File: src/rtl/lcd_com_seq.sv
module lcd_com_seq #(
  parameter int NUM_SEG = 4
) (
  input  logic                   clk,
  input  logic                   rst,
  input  logic                   ph_en,
  input  logic [1:0]             bias_sel,
  input  logic [2:0]             duty_sel,
  input  logic [NUM_SEG-1:0]     seg_pix,
  output logic [23:0]            com_lvl,
  output logic [3*NUM_SEG-1:0]   seg_lvl,
  output logic [2:0]             phase,
  output logic                   odd_frame
);
  localparam int NUM_COM = 8;
  localparam int PH_W    = $clog2(NUM_COM);

  localparam logic [2:0] L_VSS = 3'd0, L_Q1 = 3'd1, L_HALF = 3'd2, L_Q3 = 3'd3,
                         L_VLCD = 3'd4, L_T1 = 3'd5, L_T2 = 3'd6;

  logic [1:0]      bias_q;
  logic [2:0]      duty_q;
  logic [PH_W-1:0] ph_q;
  logic            odd_q;
  logic [PH_W-1:0] last_ph;
  logic            wrap;
  logic [2:0]      lv_sel, lv_idle, lv_on, lv_off;

  always_comb begin
    case (duty_q)
      3'd0:    last_ph = PH_W'(0);
      3'd1:    last_ph = PH_W'(1);
      3'd2:    last_ph = PH_W'(2);
      3'd4:    last_ph = PH_W'(7);
      default: last_ph = PH_W'(3);
    endcase
  end

  assign wrap = ph_en && (ph_q == last_ph);

  always_ff @(posedge clk) begin
    if (rst) begin
      ph_q   <= '0;
      odd_q  <= 1'b0;
      bias_q <= bias_sel;
      duty_q <= duty_sel;
    end else if (wrap) begin
      ph_q   <= '0;
      odd_q  <= ~odd_q;
      bias_q <= bias_sel;
      duty_q <= duty_sel;
    end else if (ph_en) begin
      ph_q <= ph_q + PH_W'(1);
    end
  end

  assign lv_sel = odd_q ? L_VSS : L_VLCD;
  assign lv_on  = odd_q ? L_VLCD : L_VSS;

  always_comb begin
    case (bias_q)
      2'b01: begin
        lv_idle = L_HALF;
        lv_off  = odd_q ? L_VSS : L_VLCD;
      end
      2'b10: begin
        lv_idle = odd_q ? L_T2 : L_T1;
        lv_off  = odd_q ? L_T1 : L_T2;
      end
      default: begin
        lv_idle = odd_q ? L_Q3 : L_Q1;
        lv_off  = L_HALF;
      end
    endcase
    if (duty_q == 3'd0) lv_off = lv_sel;
  end

  for (genvar i = 0; i < NUM_COM; i++) begin : g_com
    assign com_lvl[3*i +: 3] = (ph_q == PH_W'(i)) ? lv_sel : lv_idle;
  end

  for (genvar j = 0; j < NUM_SEG; j++) begin : g_seg
    assign seg_lvl[3*j +: 3] = seg_pix[j] ? lv_on : lv_off;
  end

  assign phase     = ph_q;
  assign odd_frame = odd_q;

  logic [NUM_COM-1:0] at_rail;
  for (genvar i = 0; i < NUM_COM; i++) begin : g_rail
    assign at_rail[i] = (com_lvl[3*i +: 3] == L_VSS) || (com_lvl[3*i +: 3] == L_VLCD);
  end

  p_phase_hold_r2: assert property (@(posedge clk) disable iff (rst)
    !ph_en |=> $stable(phase));
  p_phase_range_r3: assert property (@(posedge clk) disable iff (rst)
    phase <= last_ph);
  p_wrap_flip_r3: assert property (@(posedge clk) disable iff (rst)
    wrap |=> (phase == '0) && (odd_frame != $past(odd_frame)));
  p_parity_hold_r3: assert property (@(posedge clk) disable iff (rst)
    !wrap |=> $stable(odd_frame));
  p_one_rail_r6: assert property (@(posedge clk) disable iff (rst)
    $countones(at_rail) == 1);
  p_cfg_frame_r10: assert property (@(posedge clk) disable iff (rst)
    !wrap |=> $stable(bias_q) && $stable(duty_q));
endmodule

File: config.mk
export PLATFORM = sky130hd
export DESIGN_NAME = lcd_com_seq
export DESIGN_NICKNAME = d
export VERILOG_FILES = /design/src/rtl/lcd_com_seq.sv
export SDC_FILE = /design/constraint.sdc
export NUM_CORES = 1
export LEC_CHECK = 0
export ABC_AREA = 1
export CORE_MARGIN = 3
export CORE_UTILIZATION = 50
export CTS_BUF_LIST = sky130_fd_sc_hd__clkbuf_4 sky130_fd_sc_hd__clkbuf_8 sky130_fd_sc_hd__clkbuf_16
export CTS_CLUSTER_SIZE = 28
export DETAILED_ROUTE_END_ITERATION = 6
export DONT_BUFFER_PORTS = 1
export GPL_ROUTABILITY_DRIVEN = 0
export PLACE_DENSITY_LB_ADDON = 0.3
export SLEW_MARGIN = 20
export SYNTH_ARGS = -nofsm -noshare
export SYNTH_HDL_FRONTEND = slang
export SYNTH_SLANG_ARGS = --single-unit
File: constraint.sdc
create_clock -name clk -period 2.6 [get_ports clk]
set_input_delay 0.39 -clock clk [delete_from_list [all_inputs] [get_ports clk]]
set_output_delay 0.39 -clock clk [all_outputs]
set_load 0.02 [all_outputs]
Word-level counts from Yosys, hierarchy flattened
Cells that the tools add are included.
{"block": "op_classes", "addsub": 1, "n_eq_ne": 13, "mux": 25, "n_bitwise": 1, "reduce_logical": 5}
{"operator": "$mux W3", "count": 17}
{"operator": "$eq A3 B3 Y1 const B", "count": 5}
{"operator": "$pmux W3 S2", "count": 2}
{"operator": "$pmux W3 S4", "count": 1}
{"operator": "$mux W2", "count": 5}
{"operator": "$eq A3 B2 Y1 const B", "count": 3}
{"operator": "$eq A3 B1 Y1 const B", "count": 2}
{"operator": "$logic_not A3 Y1", "count": 2}
{"operator": "$add A3 B1 Y3 const B", "count": 1}
{"operator": "$eq A3 B3 Y1", "count": 1}
{"operator": "$eq A2 B1 Y1 const B", "count": 1}
{"operator": "$eq A2 B2 Y1 const B", "count": 1}
{"operator": "$reduce_bool A2 Y1", "count": 1}
{"operator": "$reduce_or A2 Y1", "count": 1}
{"operator": "$logic_and A1 B1 Y1", "count": 1}
{"operator": "$not A1 Y1", "count": 1}
{"block": "totals", "reg_bits": 9, "output_inout_bits": 40, "elab_cells": 49}

Depth between registers and ports, before layout
Gate-level depths: netlist of the first run.
{"block": "depth", "depth_word": 6, "mapped_depth": 8, "mapped_depth_nobuf": 8}

Worst setup path after synthesis of the first run
OpenSTA, ideal clock, no wires.
{"block": "synth_timing", "path_type": "flip-flop to output port", "from": "register bias_q[0]", "to": "output seg_lvl[11]", "arrival_ns": 1.491, "slack_ns": 0.719, "path_stages_with_launch": 8, "path_buffers": 1, "path_cell_list": "edfxtp_1 inv_1 ha_1 buf_6 inv_1 a21oi_1 o21ai_2 o21ai_0"}
{"block": "synth_between", "elab_chain_len": 4}
{"item": "start, declared", "line": "21", "source": "logic [1:0] bias_q;"}
{"item": "start signal, assigned", "line": "45", "source": "bias_q <= bias_sel;"}
{"item": "start signal, assigned", "line": "50", "source": "bias_q <= bias_sel;"}
{"item": "$eq A2 B2 Y1 / $eq A2 B1 Y1 (equally long branches)", "line": "61", "source": "case (bias_q)"}
{"item": "$pmux W3 S2 (*)", "line": "61"}
{"item": "$mux W3 (*)", "line": "75", "source": "if (duty_q == 3'd0) lv_off = lv_sel;"}
{"item": "$mux W3 (*)", "line": "83", "source": "assign seg_lvl[3*j +: 3] = seg_pix[j] ? lv_on : lv_off;"}
{"item": "end, declared", "line": "11", "source": "output logic [3*NUM_SEG-1:0] seg_lvl,"}
Mark *: on every way between the ends. The rest lies on a longest branch, timed or not.

Worst setup path after layout of the first run
{"block": "layout_timing", "from": "register bias_q[0]", "to": "output seg_lvl[2]"}
The elaborated chain is that of the path after synthesis.

==> metrics.txt, run 1 <==
# TYPE chip_impl_metric gauge
chip_impl_info{name="status",value="finished clean"} 1
chip_impl_metric{name="post_synthesis_instance_area",unit="um^2"} 861
chip_impl_metric{name="vias_in_the_first_global_route",unit=""} 640
chip_impl_metric{name="design.portCount",unit=""} 52
chip_impl_metric{name="grt_remaining_overflow",unit=""} 0
chip_impl_metric{name="relSlewSlack",unit="%"} 53.3
chip_impl_metric{name="ir_drop",unit="uV"} 313
chip_impl_metric{name="maxCapViolations",unit=""} 0
chip_impl_info{name="crit_path_cell_trace",value="inv_1, ha_1, inv_1, a21oi_1, o21ai_2, o21ai_0, buf_4"} 1
chip_impl_metric{name="design.final.nets",unit=""} 159
chip_impl_metric{name="max-clock-path-buffers",unit=""} 2
chip_impl_metric{name="grt_max_degree",unit=""} 12
chip_impl_info{name="cp-end-kind",value="output port"} 1
chip_impl_info{name="tritoncts",value="yes"} 1
chip_impl_metric{name="placementRows",unit=""} 14
chip_impl_metric{name="synth_simple_gate_area_share",unit="%"} 37.6
chip_impl_metric{name="drive_above_1_share",unit="%"} 20.3
chip_impl_metric{name="placeableCoreArea",unit="um^2"} 1560
chip_impl_metric{name="cts.clk_slew.worst_paths",unit="ns"} 0.06
chip_impl_metric{name="cellPowerDensity",unit="nW/um^2"} 490
chip_impl_metric{name="fmax",unit="GHz"} 0.440
chip_impl_metric{name="fin_worst_skew",unit="ns"} 0.00266
chip_impl_metric{name="clkSinkCount",unit=""} 9
chip_impl_metric{name="netlist-cell-type-count",unit=""} 23
chip_impl_metric{name="p_int",unit="uW"} 273
chip_impl_metric{name="layout-area-overhead-vs-synth",unit="%"} 9.16
chip_impl_metric{name="synth.ff_latch_count",unit=""} 9
chip_impl_metric{name="htree_levels",unit=""} 1
chip_impl_metric{name="share_comb_of_total_power",unit="%"} 37.6
chip_impl_metric{name="clock_insertion_delay_worst_skew",unit="ns"} 0.25
chip_impl_metric{name="initial_detailed_routing_violation_count",unit=""} 15
chip_impl_metric{name="post-cts-setup-buffers",unit=""} 0
chip_impl_metric{name="floorplan.die.width",unit="um"} 47.5
chip_impl_info{name="dominant_combinational_cell_family_by_area_after_synthesis",value="simple AND/OR/NAND/NOR gates"} 1
chip_impl_metric{name="finalWorstPathRequiredPeriod",unit="ns"} 2.27
chip_impl_info{name="timing.critical_path.mode_cell",value="inv_1"} 1
chip_impl_metric{name="finalCritPeriodShare",unit="%"} 87.5
chip_impl_metric{name="cts-hold-fix-buffers",unit=""} 0
chip_impl_metric{name="synth_compound_area_share",unit="%"} 14.7
chip_impl_metric{name="global_routing_usage_summed_across_all_routing_layers",unit="%"} 15.0
chip_impl_info{name="crit_type",value="register to output port"} 1
chip_impl_metric{name="initial_utilization",unit="%"} 55.2
chip_impl_metric{name="p_sw_share",unit="%"} 40.8
chip_impl_metric{name="cts-resized-gates",unit=""} 0
chip_impl_metric{name="timing.setup.tns",unit="ns"} 0
chip_impl_metric{name="yosysSeqAreaShare",unit="%"} 26.7
chip_impl_metric{name="routedWlPerCell",unit="um"} 12.0
chip_impl_metric{name="synthXorXnorAreaFrac",unit="%"} 0
chip_impl_metric{name="syn_avg_cell_area",unit="um^2"} 6.62
chip_impl_metric{name="synth-adder-area-share",unit="%"} 11.6
chip_impl_info{name="worst_path_max_delay_cell",value="ha_1"} 1
chip_impl_info{name="rsz0062_at_grt",value="no"} 1
chip_impl_metric{name="dpl.hpwl",unit="um"} 1580
chip_impl_metric{name="die-area",unit="um^2"} 2260
chip_impl_metric{name="final_ant_viol_nets",unit=""} 0
chip_impl_metric{name="worst_pin_slew",unit="ns"} 0.694
chip_impl_metric{name="cts_inserted_buffers",unit=""} 3
chip_impl_metric{name="grt_first_pass_wirelength",unit="um"} 2500
chip_impl_metric{name="slew_viol_final",unit=""} 0
chip_impl_metric{name="detail_route.wirelength",unit="um"} 1850
chip_impl_metric{name="viasPerCell",unit=""} 5.37
chip_impl_metric{name="p_leak",unit="uW"} 0.000472
chip_impl_metric{name="port-buffer-count",unit=""} 0
chip_impl_metric{name="vias",unit=""} 827
chip_impl_metric{name="power.sequential.fraction",unit="%"} 37.8
chip_impl_metric{name="postSynthCellCount",unit=""} 130
chip_impl_metric{name="power_switching",unit="uW"} 188
chip_impl_metric{name="die_height",unit="um"} 47.5
chip_impl_metric{name="critical_path.max_fanout",unit=""} 9
chip_impl_info{name="crit_path_start_kind",value="register"} 1
chip_impl_metric{name="timing.final.hold_violations",unit=""} 0
chip_impl_metric{name="muxShareOfSynthArea",unit="%"} 0
chip_impl_metric{name="drt-pass1-iter-count",unit=""} 4
chip_impl_metric{name="report.power.total",unit="uW"} 461
chip_impl_metric{name="pwr-share-clk",unit="%"} 24.6
chip_impl_info{name="clock_tree.root_cell",value="clkbuf_4"} 1
chip_impl_metric{name="crit_required",unit="ns"} 2.21
chip_impl_metric{name="setup_viol",unit=""} 0
chip_impl_metric{name="post-route-drc-count",unit=""} 0
chip_impl_metric{name="antenna_cells_inserted",unit=""} 0
chip_impl_metric{name="syn_nets",unit=""} 150
chip_impl_info{name="path_type_of_the_worst_min_delay_path",value="primary input to register"} 1
chip_impl_metric{name="synthesis.yosys.warnings",unit=""} 0
chip_impl_metric{name="number_of_antenna_violations_at_the_first_check_in_global_routing",unit=""} 0
chip_impl_metric{name="max_stage_delay",unit="ns"} 0.40
chip_impl_metric{name="worst_ep_arrival_time",unit="ns"} 1.88
state kept, by name, summed over array words and instances (netlist names):
| signal | cells |
|---|---|
| duty_q | 3 |
| odd_frame | 1 |
| phase | 3 |
| bias_q | 2 |
through the flow:
| step | instance area [um^2] | utilization, % | instances | worst slack [ns] | hold WS [ns] |
|---|---|---|---|---|---|
| global placement | 910 | 58.3 | 150 | 0.653 | 0.489 |
| CTS | 940 | 60.3 | 154 | 0.296 | 0.222 |
| detailed placement | 910 | 58.3 | 150 | 0.571 | 0.489 |
| finish | 940 | 60.3 | 154 | 0.326 | 0.232 |
| floorplan | 861 | - | 130 | 0.719 | 0.489 |
| global route | 940 | 60.3 | 154 | 0.155 | 0.216 |
power by group through the flow:
stage	logic (uW)	registers, uW	clock network [uW]
6_report	173	174	113
3_5_place_dp	175	178	0
3_3_place_gp	172	177	0
5_1_grt	189	176	124
4_1_cts	175	174	118
2_1_floorplan	147	175	0
final cells by class:
cell class	count	area [um^2]
clock buffer	4	30.0
fill	140	619
inverter	17	63.8
multi-input combinational	102	551
sequential	9	230
tap	16	20.0
timing repair buffer	6	45.0
logic make-up after synthesis:
group | after synthesis
buf+inv | 19
flops | 9
compound gates | 20
fa+ha+maj | 8
simple gates | 74
Yosys cell counts:
cell	n	area, um^2
a21oi_2	3	26.3
nor2_2	7	43.8
inv_1	16	60.1
nand2_4	1	11.3
edfxtp_1	5	150
or2_2	1	6.26
o21ai_4	1	16.3
buf_6	1	11.3
nor3_1	1	5.00
dfxtp_1	4	80.1
or2_4	1	8.76
or2_1	1	6.26
nand2_2	1	6.26
ha_1	8	100
o21ai_2	1	8.76
inv_2	1	3.75
nand2_1	30	113
a21oi_1	3	15.0
nand3_2	1	10.0
buf_2	1	5.00
o21ai_0	12	60.1
nor2_1	29	109
nand3_1	1	5.00
cell usage in the layout (no fill, tap or decap), types with 3 or more instances in the layout:
master	synthesis	final
a21oi_1	3	3
a21oi_2	3	3
buf_4	0	6
clkbuf_4	0	4
dfxtp_1	4	4
edfxtp_1	5	5
ha_1	8	8
inv_1	16	16
nand2_1	30	30
nor2_1	29	29
nor2_2	7	7
o21ai_0	12	12
per-layer routing:
layer | GRT usage [%] | share of wire, %
met1 | 16.6 | 43
met2 | 28.6 | 46
met3 | 2.26 | 10
met4 | 4.97 | 0
met5 | 0 | 0
worst paths after layout:
path	endpoint	slack [ns]	start	cells past startpoint
max	seg_lvl[2]	0.33	bias_q[0]	7
min	duty_q[2]	0.23	duty_sel[2]	0
max reg2reg	phase[2]	1.06	phase[2]	4
min reg2reg	phase[0]	0.65	phase[0]	2
critical path, delay by kind of cell (launching register included):
kind / cells / cell delay [ns]
buffers and inverters: 3 / 0.37
adders and majority gates: 1 / 0.40
DFF: 1 / 0.38
AOI/OAI and AO/OA: 3 / 0.48
Note: power is estimated with default switching activity, not from simulation.
==> inputs of run 2 (changes only) <==
CELL_PAD_IN_SITES_DETAIL_PLACEMENT = 1   (was not set)
CELL_PAD_IN_SITES_GLOBAL_PLACEMENT = 2   (was not set)
CORE_UTILIZATION = 32   (was 50)
==> metrics.txt, run 2 (synthesized netlist as in run 1, its figures left out) <==
# TYPE chip_impl_metric gauge
chip_impl_metric{name="timing.final.hold_violations",unit=""} 0
chip_impl_metric{name="grt_max_degree",unit=""} 11
chip_impl_metric{name="initial_detailed_routing_violation_count",unit=""} 23
chip_impl_info{name="rsz0062_at_grt",value="no"} 1
chip_impl_info{name="worst_path_max_delay_cell",value="ha_1"} 1
chip_impl_metric{name="fmax",unit="GHz"} 0.439
chip_impl_metric{name="drt-pass1-iter-count",unit=""} 3
chip_impl_info{name="timing.critical_path.mode_cell",value="inv_1"} 1
chip_impl_info{name="cp-endpoint",value="seg_lvl[11]"} 1
chip_impl_metric{name="relSlewSlack",unit="%"} 55.3
chip_impl_info{name="family_of_cells_with_the_greatest_summed_delay_on_the_critical_path",value="compound AO/OA/AOI/OAI gates"} 1
chip_impl_metric{name="finalCritPeriodShare",unit="%"} 87.5
chip_impl_metric{name="drive_above_1_share",unit="%"} 20.9
chip_impl_metric{name="vias",unit=""} 844
chip_impl_metric{name="vias_in_the_first_global_route",unit=""} 845
chip_impl_metric{name="ir_drop",unit="uV"} 282
chip_impl_metric{name="post-cts-setup-buffers",unit=""} 0
chip_impl_metric{name="cts_inserted_buffers",unit=""} 3
chip_impl_metric{name="layout-area-overhead-vs-synth",unit="%"} 12.1
chip_impl_metric{name="critical_path.max_fanout",unit=""} 9
chip_impl_metric{name="max_stage_delay",unit="ns"} 0.41
chip_impl_info{name="crit_start",value="bias_q[0]"} 1
chip_impl_metric{name="routedWlPerCell",unit="um"} 13.6
chip_impl_metric{name="maxCapViolations",unit=""} 0
chip_impl_metric{name="finalWorstPathRequiredPeriod",unit="ns"} 2.28
chip_impl_metric{name="clock_insertion_delay_worst_skew",unit="ns"} 0.26
chip_impl_metric{name="slew_viol_final",unit=""} 0
chip_impl_info{name="crit_type",value="register to output port"} 1
chip_impl_metric{name="antenna_cells_inserted",unit=""} 0
chip_impl_metric{name="worst_r2r_path_depth",unit=""} 4
chip_impl_metric{name="port-buffer-count",unit=""} 0
chip_impl_metric{name="routed_length_on_met1",unit="um"} 967
chip_impl_info{name="final_common_cell",value="nand2_1"} 1
chip_impl_metric{name="report.power.total",unit="uW"} 469
chip_impl_metric{name="p_leak",unit="uW"} 0.000477
chip_impl_metric{name="clkSinkCount",unit=""} 9
chip_impl_info{name="cp-end-kind",value="output port"} 1
chip_impl_metric{name="met2_length",unit="um"} 1110
chip_impl_metric{name="setup_viol",unit=""} 0
chip_impl_metric{name="final_ant_viol_nets",unit=""} 0
chip_impl_info{name="r2r-end",value="phase[2]"} 1
chip_impl_metric{name="detail_route.wirelength",unit="um"} 2300
chip_impl_metric{name="cellPowerDensity",unit="nW/um^2"} 486
chip_impl_metric{name="crit_required",unit="ns"} 2.21
chip_impl_metric{name="cts-hold-fix-buffers",unit=""} 0
chip_impl_metric{name="cts.clk_slew.worst_paths",unit="ns"} 0.06
chip_impl_info{name="layout.cells.most_common_list",value="30 x nand2_1, 29 x nor2_1, 16 x inv_1, 12 x o21ai_0, 8 x ha_1"} 1
chip_impl_metric{name="dpl.hpwl",unit="um"} 1940
chip_impl_metric{name="fillers",unit=""} 324
chip_impl_info{name="crit_path_cell_trace",value="inv_1, ha_1, inv_1, a21oi_1, o21ai_2, o21ai_0, buf_4"} 1
chip_impl_metric{name="timing.critical_path.buf_inv",unit=""} 3
chip_impl_metric{name="worst_pin_slew",unit="ns"} 0.664
chip_impl_info{name="reg2reg_from",value="phase[2]"} 1
chip_impl_info{name="crit_path_start_kind",value="register"} 1
chip_impl_metric{name="die-area",unit="um^2"} 3350
chip_impl_info{name="hold_path_startpoint",value="duty_sel[2]"} 1
chip_impl_metric{name="cts-resized-gates",unit=""} 0
chip_impl_info{name="status",value="finished clean"} 1
chip_impl_metric{name="initial_utilization",unit="%"} 34.1
chip_impl_metric{name="reg2reg_slack",unit="ns"} 0.99
chip_impl_info{name="clock_tree.root_cell",value="clkbuf_4"} 1
chip_impl_metric{name="hold_path_depth",unit=""} 0
chip_impl_metric{name="number_of_antenna_violations_at_the_first_check_in_global_routing",unit=""} 0
chip_impl_info{name="reg.largest.list",value="duty_q (3), phase (3), bias_q (2)"} 1
chip_impl_metric{name="placeableCoreArea",unit="um^2"} 2520
chip_impl_metric{name="post-route-drc-count",unit=""} 0
chip_impl_info{name="tritoncts",value="yes"} 1
chip_impl_metric{name="viasPerCell",unit=""} 4.99
chip_impl_metric{name="design.portCount",unit=""} 52
chip_impl_metric{name="fin_worst_skew",unit="ns"} 0.00595
chip_impl_metric{name="worst_ep_arrival_time",unit="ns"} 1.89
chip_impl_metric{name="htree_levels",unit=""} 1
chip_impl_metric{name="place_area",unit="um^2"} 935
chip_impl_info{name="topRoutingLayerUsed",value="met4"} 1
chip_impl_metric{name="grt_first_pass_wirelength",unit="um"} 3670
chip_impl_metric{name="placementRows",unit=""} 18
chip_impl_metric{name="grt_remaining_overflow",unit=""} 0
chip_impl_metric{name="finalHoldWorstSlack",unit="ns"} 0.224
chip_impl_metric{name="layout.cell_area.non_filler",unit="um^2"} 965
chip_impl_info{name="path_type_of_the_worst_min_delay_path",value="primary input to register"} 1
chip_impl_metric{name="global_routing_usage_summed_across_all_routing_layers",unit="%"} 13.9
chip_impl_metric{name="floorplan.die.width",unit="um"} 57.9
chip_impl_metric{name="die_height",unit="um"} 57.9
chip_impl_metric{name="routed-wl-met3",unit="um"} 183
chip_impl_metric{name="cp.depth",unit=""} 7
chip_impl_metric{name="max-clock-path-buffers",unit=""} 2
chip_impl_metric{name="design.final.nets",unit=""} 160
chip_impl_metric{name="timing.setup.tns",unit="ns"} 0
[run 2: cell types whose count changed in the layout (fill, tap and decap cells not counted), sizes merged]
cell / change
buf: +1
[run 2: area by class of cell]
type,count,area [um^2],area share [%]
repair buffers,7,52.6,5.45
clock buffers,4,30.0,3.11
multi-input cells,102,551,57.1
well taps,30,37.5,3.89
inverters,17,63.8,6.61
flip-flops and latches,9,230,23.9
[run 2: worst reg2reg max path, cell delays in order, from the launching register on]
cell	delay, ns
dfxtp_1	0.60
inv_1	0.20
ha_1	0.32
or2_2	0.30
a21oi_2	0.13
[run 2: worst min path at each step]
stage and endpoint:
2_1_floorplan bias_q[0], 5_1_grt duty_q[2], 3_5_place_dp duty_q[0], 3_3_place_gp duty_q[0], 6_report duty_q[2], 4_1_cts duty_q[2]
[run 2: where the power goes]
group          internal [uW]  switching, uW
logic                   45.1            132
registers                160           14.9
clock network           69.5           47.3
total                    275            195
[run 2: routing by layer]
layer,vias up,GRT usage (%)
met3,4,1.78
met4,0,6.95
met5,-,0
met1,376,15.9
li1,427,-
met2,37,25.2
[run 2: through the flow]
stage          instances  worst slack [ns]  util, %
2_1_floorplan        130             0.719        -
6_report             169             0.325     38.2
3_5_place_dp         165             0.575     37.1
4_1_cts              169             0.292     38.2
5_1_grt              169             0.128     38.2
3_3_place_gp         165             0.627     37.1
